## config.mk

```make
export PLATFORM = sky130hd
export DESIGN_NAME = cfg_reg_bank
export DESIGN_NICKNAME = d
export VERILOG_FILES = /design/src/rtl/cfgbank_pkg.sv /design/src/rtl/cfg_index_reg.sv /design/src/rtl/cfg_lock_ctl.sv /design/src/rtl/cfg_reg_file.sv /design/src/rtl/cfg_reg_bank.sv
export SDC_FILE = /design/constraint.sdc
export NUM_CORES = 1
export LEC_CHECK = 0
export ABC_AREA = 1
export BUFFER_PORTS_ARGS = -buffer_cell sky130_fd_sc_hd__buf_2
export CAP_MARGIN = 20
export CORE_UTILIZATION = 25
export CTS_CLUSTER_SIZE = 14
export DETAILED_ROUTE_END_ITERATION = 8
export PLACE_DENSITY = 0.56
export SETUP_SLACK_MARGIN = 0.2
export SLEW_MARGIN = 10
export SYNTH_ARGS = -nofsm -noshare
export SYNTH_HDL_FRONTEND = slang
export SYNTH_SLANG_ARGS = --single-unit
```

## constraint.sdc

```tcl
create_clock -name clk -period 2.3 [get_ports clk]
set_clock_uncertainty 0.2 [all_clocks]
set_input_delay 0.46 -clock clk [delete_from_list [all_inputs] [get_ports clk]]
set_output_delay 0.46 -clock clk [all_outputs]
set_load 0.02 [all_outputs]
```

## src/rtl/cfgbank_pkg.sv

```systemverilog
// Package: shared constants for the configuration register bank.
// Holds the register descriptor tables (address, reset value, writable mask,
// fixed-one mask), the lock location and the output bit positions.
package cfgbank_pkg;

    localparam int DW       = 8;
    localparam int IW       = 8;
    localparam int NUM_REGS = 2;

    // Descriptor tables, one entry per implemented register
    localparam logic [7:0] REG_ADDR  [NUM_REGS] = '{8'h01, 8'h02};
    localparam logic [7:0] REG_RESET [NUM_REGS] = '{8'h9C, 8'h88};
    localparam logic [7:0] REG_WMASK [NUM_REGS] = '{8'h0C, 8'h88};
    localparam logic [7:0] REG_ONES  [NUM_REGS] = '{8'h10, 8'h00};

    // Lock bit location and the highest index it protects
    localparam int         LOCK_REG = 0;
    localparam int         LOCK_BIT = 7;
    localparam logic [7:0] LOCK_TOP = 8'h0F;

    // Output bit positions
    localparam int PAR_PWR_REG  = 0;
    localparam int PAR_PWR_BIT  = 2;
    localparam int PAR_MODE_REG = 0;
    localparam int PAR_MODE_BIT = 3;
    localparam int SER0_REG     = 1;
    localparam int SER0_BIT     = 3;
    localparam int SER1_REG     = 1;
    localparam int SER1_BIT     = 7;

    typedef enum logic {
        PORT_INDEX = 1'b0,
        PORT_DATA  = 1'b1
    } port_e;

endpackage

```

## src/rtl/cfg_index_reg.sv

```systemverilog
// Module: cfg_index_reg
// Holds the register number that the host loaded through the index port.
// Assumes the caller has already qualified the write strobe with config mode;
// the lock never gates this register.
module cfg_index_reg #(
    parameter int IDX_W = cfgbank_pkg::IW
) (
    input  logic             clk,
    input  logic             rst_n,
    input  logic             idx_wr,
    input  logic [IDX_W-1:0] idx_in,
    output logic [IDX_W-1:0] idx_q
);

    // Capture a new index on each accepted index write
    always_ff @(posedge clk) begin
        if (!rst_n)
            idx_q <= '0;
        else if (idx_wr)
            idx_q <= idx_in;
    end

    AST_IDX_HOLD: assert property (@(posedge clk) disable iff (!rst_n)
        !idx_wr |=> $stable(idx_q));

endmodule

```

## src/rtl/cfg_lock_ctl.sv

```systemverilog
// Module: cfg_lock_ctl
// One-way lock flag. It starts open after reset, and a write of 0 to the lock
// bit closes it. No write can reopen it; only a reset can.
// Assumes lock_wr is asserted only for accepted data writes to the lock register.
module cfg_lock_ctl (
    input  logic clk,
    input  logic rst_n,
    input  logic lock_wr,
    input  logic lock_wbit,
    output logic unlocked
);

    // Sticky clear: a write can only lower the flag
    always_ff @(posedge clk) begin
        if (!rst_n)
            unlocked <= 1'b1;
        else if (lock_wr && !lock_wbit)
            unlocked <= 1'b0;
    end

    AST_LOCK_STICKY: assert property (@(posedge clk) disable iff (!rst_n)
        (unlocked == 1'b0) |=> (unlocked == 1'b0));

endmodule

```

## src/rtl/cfg_reg_file.sv

```systemverilog
// Module: cfg_reg_file
// Storage for the implemented registers. The package descriptor tables set
// their number, addresses, reset values and masks. Writable bits are stored;
// fixed-one bits and the lock bit are merged in on read. Assumes wr_go is
// already qualified with config mode and the lock.
module cfg_reg_file
    import cfgbank_pkg::*;
#(
    parameter int DATA_W = DW,
    parameter int IDX_W  = IW,
    parameter int NREG   = NUM_REGS
) (
    input  logic                       clk,
    input  logic                       rst_n,
    input  logic [IDX_W-1:0]           idx,
    input  logic                       wr_go,
    input  logic [DATA_W-1:0]          wdata,
    input  logic                       unlocked,
    output logic [NREG-1:0][DATA_W-1:0] reg_val,
    output logic [DATA_W-1:0]          rd_val
);

    logic [NREG-1:0] hit;

    for (genvar g = 0; g < NREG; g++) begin : g_reg
        localparam logic [DATA_W-1:0] WM   = DATA_W'(REG_WMASK[g]);
        localparam logic [DATA_W-1:0] ONES = DATA_W'(REG_ONES[g]);
        localparam logic [DATA_W-1:0] RST  = DATA_W'(REG_RESET[g]);
        localparam logic [DATA_W-1:0] LKM  =
            (g == LOCK_REG) ? (DATA_W'(1) << LOCK_BIT) : '0;

        logic [DATA_W-1:0] store;
        logic [DATA_W-1:0] lock_part;

        assign hit[g] = (idx == IDX_W'(REG_ADDR[g]));

        // Update only the writable bits of the selected register
        always_ff @(posedge clk) begin
            if (!rst_n)
                store <= RST & WM;
            else if (wr_go && hit[g])
                store <= wdata & WM;
        end

        // Merge stored, fixed and lock bits into the visible value
        always_comb begin
            lock_part  = unlocked ? LKM : '0;
            reg_val[g] = store | ONES | lock_part;
        end

        AST_RSVD_FIXED: assert property (@(posedge clk) disable iff (!rst_n)
            ((reg_val[g] & ~(WM | ONES | LKM)) == '0) &&
            ((reg_val[g] & ONES) == ONES));
    end

    // Read mux: an index that matches no register yields zero
    always_comb begin
        rd_val = '0;
        for (int i = 0; i < NREG; i++)
            if (hit[i])
                rd_val = rd_val | reg_val[i];
    end

    AST_HIT_ONEHOT: assert property (@(posedge clk) disable iff (!rst_n)
        $onehot0(hit));

endmodule

```

## src/rtl/cfg_reg_bank.sv

```systemverilog
// Module: cfg_reg_bank (top)
// Indexed configuration register bank with a one-way lock. The host writes an
// index, then reads or writes that register through the data port. Accesses
// count only while cfg_mode is high. Once locked, the range 00h..LOCK_TOP reads
// zero and ignores writes. Assumes rd_en and wr_en are one-cycle strobes.
module cfg_reg_bank
    import cfgbank_pkg::*;
#(
    parameter int DATA_W = DW,
    parameter int IDX_W  = IW
) (
    input  logic              clk,
    input  logic              rst_n,
    input  logic              cfg_mode,
    input  logic              port_sel,
    input  logic              wr_en,
    input  logic              rd_en,
    input  logic [DATA_W-1:0] wdata,
    output logic [DATA_W-1:0] rdata,
    output logic              par_power_on,
    output logic              par_printer_mode,
    output logic              ser0_power_on,
    output logic              ser1_power_on
);

    logic [IDX_W-1:0]                idx;
    logic                            unlocked;
    logic [NUM_REGS-1:0][DATA_W-1:0] reg_val;
    logic [DATA_W-1:0]               rd_val;
    logic                            idx_wr;
    logic                            in_lock_range;
    logic                            data_ok;
    logic                            data_wr;
    logic                            lock_wr;

    // Qualify host strobes with config mode, port select and the lock
    always_comb begin
        idx_wr        = cfg_mode && wr_en && (port_sel == PORT_INDEX);
        in_lock_range = (idx <= IDX_W'(LOCK_TOP));
        data_ok       = cfg_mode && (port_sel == PORT_DATA) &&
                        !(!unlocked && in_lock_range);
        data_wr       = data_ok && wr_en;
        lock_wr       = data_wr && (idx == IDX_W'(REG_ADDR[LOCK_REG]));
    end

    cfg_index_reg #(.IDX_W(IDX_W)) u_index (
        .clk    (clk),
        .rst_n  (rst_n),
        .idx_wr (idx_wr),
        .idx_in (IDX_W'(wdata)),
        .idx_q  (idx)
    );

    cfg_lock_ctl u_lock (
        .clk       (clk),
        .rst_n     (rst_n),
        .lock_wr   (lock_wr),
        .lock_wbit (wdata[LOCK_BIT]),
        .unlocked  (unlocked)
    );

    cfg_reg_file #(.DATA_W(DATA_W), .IDX_W(IDX_W), .NREG(NUM_REGS)) u_regs (
        .clk      (clk),
        .rst_n    (rst_n),
        .idx      (idx),
        .wr_go    (data_wr),
        .wdata    (wdata),
        .unlocked (unlocked),
        .reg_val  (reg_val),
        .rd_val   (rd_val)
    );

    // Read return: index port, or the data port when access is permitted
    always_comb begin
        rdata = '0;
        if (cfg_mode && rd_en) begin
            if (port_sel == PORT_INDEX)
                rdata = DATA_W'(idx);
            else if (data_ok)
                rdata = rd_val;
        end
    end

    // Drive the power and mode outputs straight from the register bits
    always_comb begin
        par_power_on     = reg_val[PAR_PWR_REG][PAR_PWR_BIT];
        par_printer_mode = reg_val[PAR_MODE_REG][PAR_MODE_BIT];
        ser0_power_on    = reg_val[SER0_REG][SER0_BIT];
        ser1_power_on    = reg_val[SER1_REG][SER1_BIT];
    end

    AST_NO_CFG_READ_ZERO: assert property (@(posedge clk) disable iff (!rst_n)
        !cfg_mode |-> (rdata == '0));

    AST_LOCKED_READ_ZERO: assert property (@(posedge clk) disable iff (!rst_n)
        (!unlocked && cfg_mode && rd_en && port_sel && in_lock_range)
        |-> (rdata == '0));

    AST_OUT_HOLD: assert property (@(posedge clk) disable iff (!rst_n)
        !data_wr |=> $stable({par_power_on, par_printer_mode,
                              ser0_power_on, ser1_power_on}));

endmodule

```

==> flow_summary.ini, run 1 <==
[setup_path]
worstPathArrival_ps = 1410
crit_family = simple AND/OR/NAND/NOR gates
cp_slowest_stage_delay_ps = 330
worstPathRequired_ps = 1640
path_cells = inv_2 > nand2_4 > nor2_8 > nand3_1 > nand2_1 > nand2_1 > a21oi_1 > buf_4
critPathBufInv = 2
cp_common_cell = nand2_1
critPathKind = reg2out
slowest_stage = dfxtp_2
end_kind = output port
startpoint_type = flop
crit_fanout = 6

[global_route]
grt_antenna_before_repair = 0
grt-ovfl-total = 0
first_global_vias = 685
grt_pass1_wl_mm = 3.02
grt_usage = 0.123
grt_max_degree = 17

[power]
pwr_density_cell_nw_per_um2 = 485
vdd_drop_max_v = 0.000155
p_leak_uw = 0.000406

[clock_tree]
cts_made_buffers = 3
htree_levels = 1
clockBufferDepth = 2
clk_latency_ps = 280
clkSinkCount = 13
tritoncts = built
path_clk_slew_ps = 80
holdBufCountCts = 0
root_buffer = clkbuf_4

[die]
die_area_sq_um = 3290
io_pins = 26
start_util = 0.271
core_area_sq_um = 2830
fp.dieH_um = 57.3
rows = 19
die_w_um = 57.3

[sta]
max-slew-margin-rel = 0.782
setup_slack_ps = 227
fin_hold_ws_ps = 218
min_period_ps = 2070
rsz0062_at_grt = true
setup_viol = 0
hold_viol = 0
max_freq_mhz = 482
fin_crit_sh = 0.901
drv_slew = 0
tns_ps = 0
tightest_slew_ps = 326

[run_status]
violations = design-rule violations
status = finished with violations

[layout]
seqCellArea_sq_um = 264
syn_to_final_growth_pct = 30.4
multi_input_area_sq_um = 473
final_nets = 144
design_area_sq_um = 998
layout-drive-gt1-share = 0.504
fill_cells = 307
num_antenna_cells = 0

[routing]
avgRoutedWirePerCell_um = 11.7
ant_nets = 0
viasPerCell = 4.69
drc = 2
finalWirelength_mm = 1.86
drt_iter0_drc = 13
dr.pass1.iters = 6
vias = 751

[place]
io_buffers = 25
dp_worst_setup_slack_ps = 372
dp_hpwl_mm = 1.45
gp_congestion = 0.808
dpl-instance-area_sq_um = 907

[synth]
synthesis.area_sq_um = 766
ys_warn_count = 0
synthCells = 100
seq_area_frac_synth = 0.340
synth_nets = 114
synth.top_cell.area_share = 0.340
synthFlopType = dfxtp_1
synthTopCellsByArea = dfxtp_1, nand2_1, a21oi_1, o21ai_0, nand3_1
ys_ff_latch = 13
synth_top_area_cell = dfxtp_1
synth_edf_count = 0
ys_top_cells_by_count = nand2_1, dfxtp_1, a21oi_1, o21ai_0
ys_async_sr_fraction = 0
ys_types = 22
avgSynthCellArea_sq_um = 7.66
yosysMostFrequentCell = nand2_1

[job]
max-cap-violations = 0

[worst_hold_path]
hold_path_class = in2reg
-- cell usage in the layout (no fill, tap or decap) --
cell type	count
a21oi_1	10
a21oi_2	2
buf_2	21
buf_4	6
clkbuf_1	1
clkbuf_4	3
clkinv_2	1
dfxtp_1	10
dfxtp_2	3
inv_1	1
inv_2	10
nand2_1	19
nand2_2	1
nand2_4	4
nand3_1	5
nand3_2	3
nand3_4	2
nand3b_1	1
nand3b_4	1
nor2_1	3
nor2_2	2
nor2_4	3
nor2_8	1
nor3_1	4
o21ai_0	9
o21ai_1	1
o21ai_2	2
-- worst paths after layout --
kind	end	cells past startpoint	slack, ps	from
setup reg to reg	u_lock.unlocked	9	850	u_index.idx_q[5]
hold / removal	u_regs.g_reg[0].store[2]	3	220	wdata[2]
setup / recovery	rdata[3]	8	230	u_index.idx_q[5]
hold reg to reg	u_index.idx_q[0]	2	280	u_index.idx_q[0]
-- logic make-up (layout without fill, tap and decap cells) --
family                 count (synthesis)  count (layout)  share of synthesized area
AO/OA/AOI/OAI                         24              24                      0.172
buffers and inverters                 14              43                     0.0899
flip-flops                            13              13                      0.340
AND/OR/NAND/NOR                       49              49                      0.399
-- per-layer routing --
metal	vias to the layer above	global-route usage	wire (um)
met2	20	0.181	874
met5	-	0	0
met3	4	0.0181	78
met4	0	0.0836	38
li1	387	-	-
met1	340	0.165	873
-- state kept, by name (all words and copies together) (netlist names) --
register and cells:
u_lock.unlocked 1, u_index.idx_q 8, u_regs.g.store 4
-- layout make-up --
cell class	count	share of cell area
Inverter	12	0.0464
Tap cell	31	0.0388
Sequential cell	13	0.264
Multi-Input combinational cell	73	0.474
Clock buffer	4	0.0263
Timing Repair Buffer	27	0.150
-- report_power, final --
group	switching, uW	internal [uW]	total (uW)
logic	64.3	36.4	101
registers	5.70	234	239
clock network	77.0	67.2	144
-- tightest hold or removal path: cells and delay by family --
family        cells  cell delay [ps]
simple gates      2              120
buf+inv           1               90
-- timing repair --
item	in CTS	in global routing
pin swaps	0	5
buffers inserted	0	2
setup endpoints to repair	3	4
hold endpoints to repair	0	0
resized for setup	3	14
-- stage by stage --
stage | total power (uW) | cells | util
2_1_floorplan | 309 | 100 | -
3_3_place_gp | 335 | 154 | 0.321
3_5_place_dp | 336 | 154 | 0.321
4_1_cts | 483 | 158 | 0.332
5_1_grt | 511 | 160 | 0.353
6_report | 484 | 160 | 0.353
No activity file was read; power rests on OpenSTA's default activity.
==> run 2: changes to the inputs <==
--- a/config.mk
+++ b/config.mk
@@ -9,6 +9,7 @@
 export BUFFER_PORTS_ARGS = -buffer_cell sky130_fd_sc_hd__buf_2
 export CAP_MARGIN = 20
 export CORE_UTILIZATION = 25
+export CTS_BUF_LIST = sky130_fd_sc_hd__clkbuf_8
 export CTS_CLUSTER_SIZE = 14
 export DETAILED_ROUTE_END_ITERATION = 8
 export PLACE_DENSITY = 0.56
==> flow_summary.ini, run 2 (synthesis gave the netlist of run 1 again) <==
[run_status]
status = finished with violations
violations = design-rule violations

[layout]
final_cell_mix = buf_2, nand2_1, inv_2, a21oi_1, dfxtp_1
seqCellArea_sq_um = 264
largest_reg_flops = 8
reg_top3 = u_index.idx_q: 8 flops, u_regs.g.store: 4 flops, u_lock.unlocked: 1 flops
regMostFlops = u_index.idx_q
multi_input_area_sq_um = 478
layout-drive-gt1-share = 0.519
design_area_sq_um = 1020
syn_to_final_growth_pct = 33.5
fill_cells = 304
final_util = 0.361
final_nets = 144
num_antenna_cells = 0
final_common_cell = buf_2

[die]
rows = 19
fp.dieH_um = 57.3
core_area_sq_um = 2830
die_w_um = 57.3
die_area_sq_um = 3290
io_pins = 26
start_util = 0.271

[sta]
max-slew-margin-rel = 0.774
max_freq_mhz = 490
tightest_slew_ps = 338
setup_viol = 0
hold_viol = 0
setup_slack_ps = 261
min_period_ps = 2040
fin_crit_sh = 0.886
drv_slew = 0
tns_ps = 0
rsz0062_at_grt = true

[clock_tree]
path_clk_slew_ps = 60
clockBufferDepth = 2
clkSinkCount = 13
clk_latency_ps = 250
tritoncts = built
root_buffer = clkbuf_8
cts_made_buffers = 3
htree_levels = 1

[global_route]
first_global_vias = 678
grt_antenna_before_repair = 0
grt_usage = 0.127
grt_max_degree = 17
grt-ovfl-total = 0
grt_pass1_wl_mm = 3.04

[setup_path]
crit_fanout = 6
worst_r2r_endpoint = u_lock.unlocked
startpoint_type = flop
worstPathArrival_ps = 1380
end_kind = output port
worstPathRequired_ps = 1640
r2r_cells = 9
critPathKind = reg2out
reg2reg_setup_slack_ps = 850
r2r-start = u_index.idx_q[5]

[power]
power_uw = 546
p_leak_uw = 0.000418
vdd_drop_max_v = 0.000227
pwr_density_cell_nw_per_um2 = 534

[routing]
drt_iter0_drc = 11
dr.pass1.iters = 7
avgRoutedWirePerCell_um = 11.9
ant_nets = 0
drc = 2
vias = 752
finalWirelength_mm = 1.90
viasPerCell = 4.70

[worst_hold_path]
holdPathStages = 3
whs_endpoint = u_regs.g_reg[0].store[2]
hold_path_class = in2reg
hold_start = wdata[2]

[place]
dp_worst_setup_slack_ps = 372
io_buffers = 25
gp_congestion = 0.808
dp_hpwl_mm = 1.45
dpl-instance-area_sq_um = 907

[job]
max-cap-violations = 0
==> run 2: cell types whose count changed in the layout (fill, tap and decap cells not counted), sizes merged <==
cell    change
clkbuf      -1
inv         +1
==> run 2: layer usage <==
metal	wire length [um]	part of all wire	global-route usage	vias up
li1	-	-	-	387
met1	908	0.48	0.167	341
met2	853	0.45	0.179	19
met3	74	0.039	0.0249	5
met4	63	0.033	0.105	0
met5	0	0	0	-
==> run 2: metrics by stage <==
step / cells / hold slack (ps)
6_report: 160 / 247
5_1_grt: 160 / 248
4_1_cts: 158 / 229
3_5_place_dp: 154 / 264
3_3_place_gp: 154 / 266
2_1_floorplan: 100 / 231
==> run 2: how the worst max path moves through the flow <==
stage / from / slack [ps] / depth (start not counted) / endpoint
2_1_floorplan: port_sel / 530 / 6 / rdata[3]
3_3_place_gp: cfg_mode / 380 / 4 / rdata[1]
3_5_place_dp: port_sel / 370 / 8 / rdata[2]
4_1_cts: u_index.idx_q[6] / 230 / 7 / rdata[2]
5_1_grt: u_index.idx_q[5] / 180 / 7 / rdata[2]
6_report: u_index.idx_q[5] / 260 / 8 / rdata[3]
==> run 2: final cells by class <==
type / instances / share of cell area
multi-input combinational: 73 / 0.468
sequential: 13 / 0.258
timing repair buffer: 27 / 0.147
inverter: 12 / 0.0453
clock buffer: 3 / 0.0404
tap: 31 / 0.0379
clock inverter: 1 / 0.00367
==> run 2: where the power goes <==
part	internal (uW)	switching (uW)
sequential	234	6.06
combinational	36.8	64.7
clock	118	85.8
total	389	157
==> run 2: what timing repair did <==
item | 4_1_cts | 5_1_grt
hold buffers | 0 | 0
resized for setup | 0 | 19
buffers inserted | 0 | 2
endpoints found under the setup margin | 0 | 4
==> run 2: worst max-delay path: stages (launching register included) <==
cell and delay, ps:
dfxtp_2 320, inv_2 80, nand2_4 70, nor2_8 170
nand3_1 90, nand2_1 80, nand2_1 50, a21oi_1 120
buf_4 160
==> run 3: changes to the inputs <==
--- a/config.mk
+++ b/config.mk
@@ -8,12 +8,13 @@
 export ABC_AREA = 1
 export BUFFER_PORTS_ARGS = -buffer_cell sky130_fd_sc_hd__buf_2
 export CAP_MARGIN = 20
-export CORE_UTILIZATION = 25
+export CORE_UTILIZATION = 54
 export CTS_BUF_LIST = sky130_fd_sc_hd__clkbuf_8
 export CTS_CLUSTER_SIZE = 14
 export DETAILED_ROUTE_END_ITERATION = 8
-export PLACE_DENSITY = 0.56
-export SETUP_SLACK_MARGIN = 0.2
+export MAX_ROUTING_LAYER = met4
+export PLACE_DENSITY = 0.95
+export SETUP_SLACK_MARGIN = 0.4
 export SLEW_MARGIN = 10
 export SYNTH_ARGS = -nofsm -noshare
 export SYNTH_HDL_FRONTEND = slang
==> flow_summary.ini, run 3 (synthesis gave the netlist of run 1 again) <==
[run_status]
status = completed

[layout]
final_common_cell = buf_2
syn_to_final_growth_pct = 35.6
final_cell_mix = buf_2, nand2_1, a21oi_1, inv_2, buf_4
largest_reg_flops = 8
num_antenna_cells = 0
fill_cells = 88
regMostFlops = u_index.idx_q
design_area_sq_um = 1040
layout-drive-gt1-share = 0.537
final_nets = 149
reg_top3 = u_index.idx_q: 8 flops, u_regs.g.store: 4 flops, u_lock.unlocked: 1 flops

[power]
power.internal_uw = 395
p_clk_frac = 0.368
p_sw_uw = 168
seq_power_share = 0.428
p_leak_uw = 0.000441
switching_share = 0.299
vdd_drop_max_v = 0.000422
pwr_density_cell_nw_per_um2 = 542
combPwrFrac = 0.204

[sta]
hold_viol = 0
min_period_ps = 2120
tightest_slew_ps = 246
rsz0062_at_grt = true
fin_crit_sh = 0.921
max-slew-margin-rel = 0.836
tns_ps = 0
drv_slew = 0
setup_viol = 0
max_freq_mhz = 472

[routing]
finalWirelength_mm = 2.38
ant_nets = 0
drt_iter0_drc = 52
avgRoutedWirePerCell_um = 16.0
drc = 0
vias = 852
viasPerCell = 5.72
dr.pass1.iters = 4

[die]
fp.dieH_um = 39.7
io_pins = 26
start_util = 0.581
die_w_um = 39.7
die_area_sq_um = 1570
core_area_sq_um = 1320
rows = 13

[worst_hold_path]
hold_path_class = in2reg

[clock_tree]
htree_levels = 1
holdBufCountCts = 0
clk_latency_ps = 250
tritoncts = built
path_clk_slew_ps = 60
cts_made_buffers = 3
clockBufferDepth = 2
root_buffer = clkbuf_8
clkSinkCount = 13

[setup_path]
critPathKind = reg2out
path_cells = inv_2 > nand2_4 > nor2_4 > nand2_4 > nand3b_4 > a21oi_2 > buf_6
worstPathArrival_ps = 1460
slowest_stage = dfxtp_1
cp_common_cell = nand2_4
worstPathRequired_ps = 1640
cp_slowest_stage_delay_ps = 330
crit_fanout = 3
startpoint_type = flop
end_kind = output port

[global_route]
grt_antenna_before_repair = 0
grt_pass1_wl_mm = 3.31
grt_max_degree = 17
grt-ovfl-total = 0
first_global_vias = 747
grt_usage = 0.340

[place]
dp_hpwl_mm = 1.34
gp_congestion = 0.793
dpl-instance-area_sq_um = 887
io_buffers = 25

[job]
max-cap-violations = 0
run 3: cell count changes in the layout (fill, tap and decap cells not counted):
cell     delta
nand3_1     +1
a21oi_2     -1
nand3_2     -1
dfxtp_1     -1
buf_6       +1
nor2_2      +1
dfxtp_2     +1
nor2_1      -1
buf_4       +4
a21oi_1     +1
run 3: repair_timing:
action                     in CTS  in global routing
resized for setup              16                  4
buffers inserted                4                  3
setup endpoints to repair       4                  7
pin swaps                       4                  2
run 3: power groups by stage:
stage / registers [uW] / clock network (uW) / logic [uW]
5_1_grt: 241 / 216 / 122
6_report: 241 / 207 / 115
2_1_floorplan: 243 / 0 / 65.3
4_1_cts: 240 / 200 / 104
3_5_place_dp: 244 / 0 / 91.8
3_3_place_gp: 243 / 0 / 87.7
run 3: area by class of cell:
class | count | area, sq um | area share
Multi-Input combinational cell | 73 | 472 | 0.454
Tap cell | 15 | 18.8 | 0.0181
Clock inverter | 1 | 3.75 | 0.00361
Timing Repair Buffer | 32 | 191 | 0.184
Sequential cell | 13 | 265 | 0.255
Clock buffer | 3 | 41.3 | 0.0398
Inverter | 12 | 46.3 | 0.0446
run 3: worst paths after layout:
path | from | slack [ps] | cells after the start | to
worst max register to register | u_index.idx_q[3] | 670 | 8 | u_regs.g_reg[0].store[3]
worst min register to register | u_lock.unlocked | 270 | 2 | u_lock.unlocked
worst max-delay path | u_index.idx_q[3] | 180 | 7 | rdata[2]
worst min-delay path | wdata[2] | 260 | 3 | u_regs.g_reg[0].store[2]
run 3: worst max-delay path: cells and delay by family, from the launching register on:
kind	cells	cell delay [ps]
simple gates	4	490
buf+inv	2	210
compound gates	1	160
flops	1	330
run 3: layer usage:
layer | up-vias | part of all wire | GRT usage
li1 | 397 | - | -
met2 | 48 | 0.54 | 0.615
met3 | 8 | 0.068 | 0.0739
met4 | 0 | 0.017 | 0.147
met1 | 399 | 0.37 | 0.348
met5 | - | 0 | -
run 3: stage by stage:
step            util  cells  setup WS (ps)  power, uW  hold slack [ps]
3_5_place_dp   0.673    138            353        335              258
3_3_place_gp   0.673    138            404        331              255
2_1_floorplan      -    100            535        309              231
4_1_cts        0.763    146            255        544              256
5_1_grt        0.788    149            129        579              288
6_report       0.788    149            182        563              259
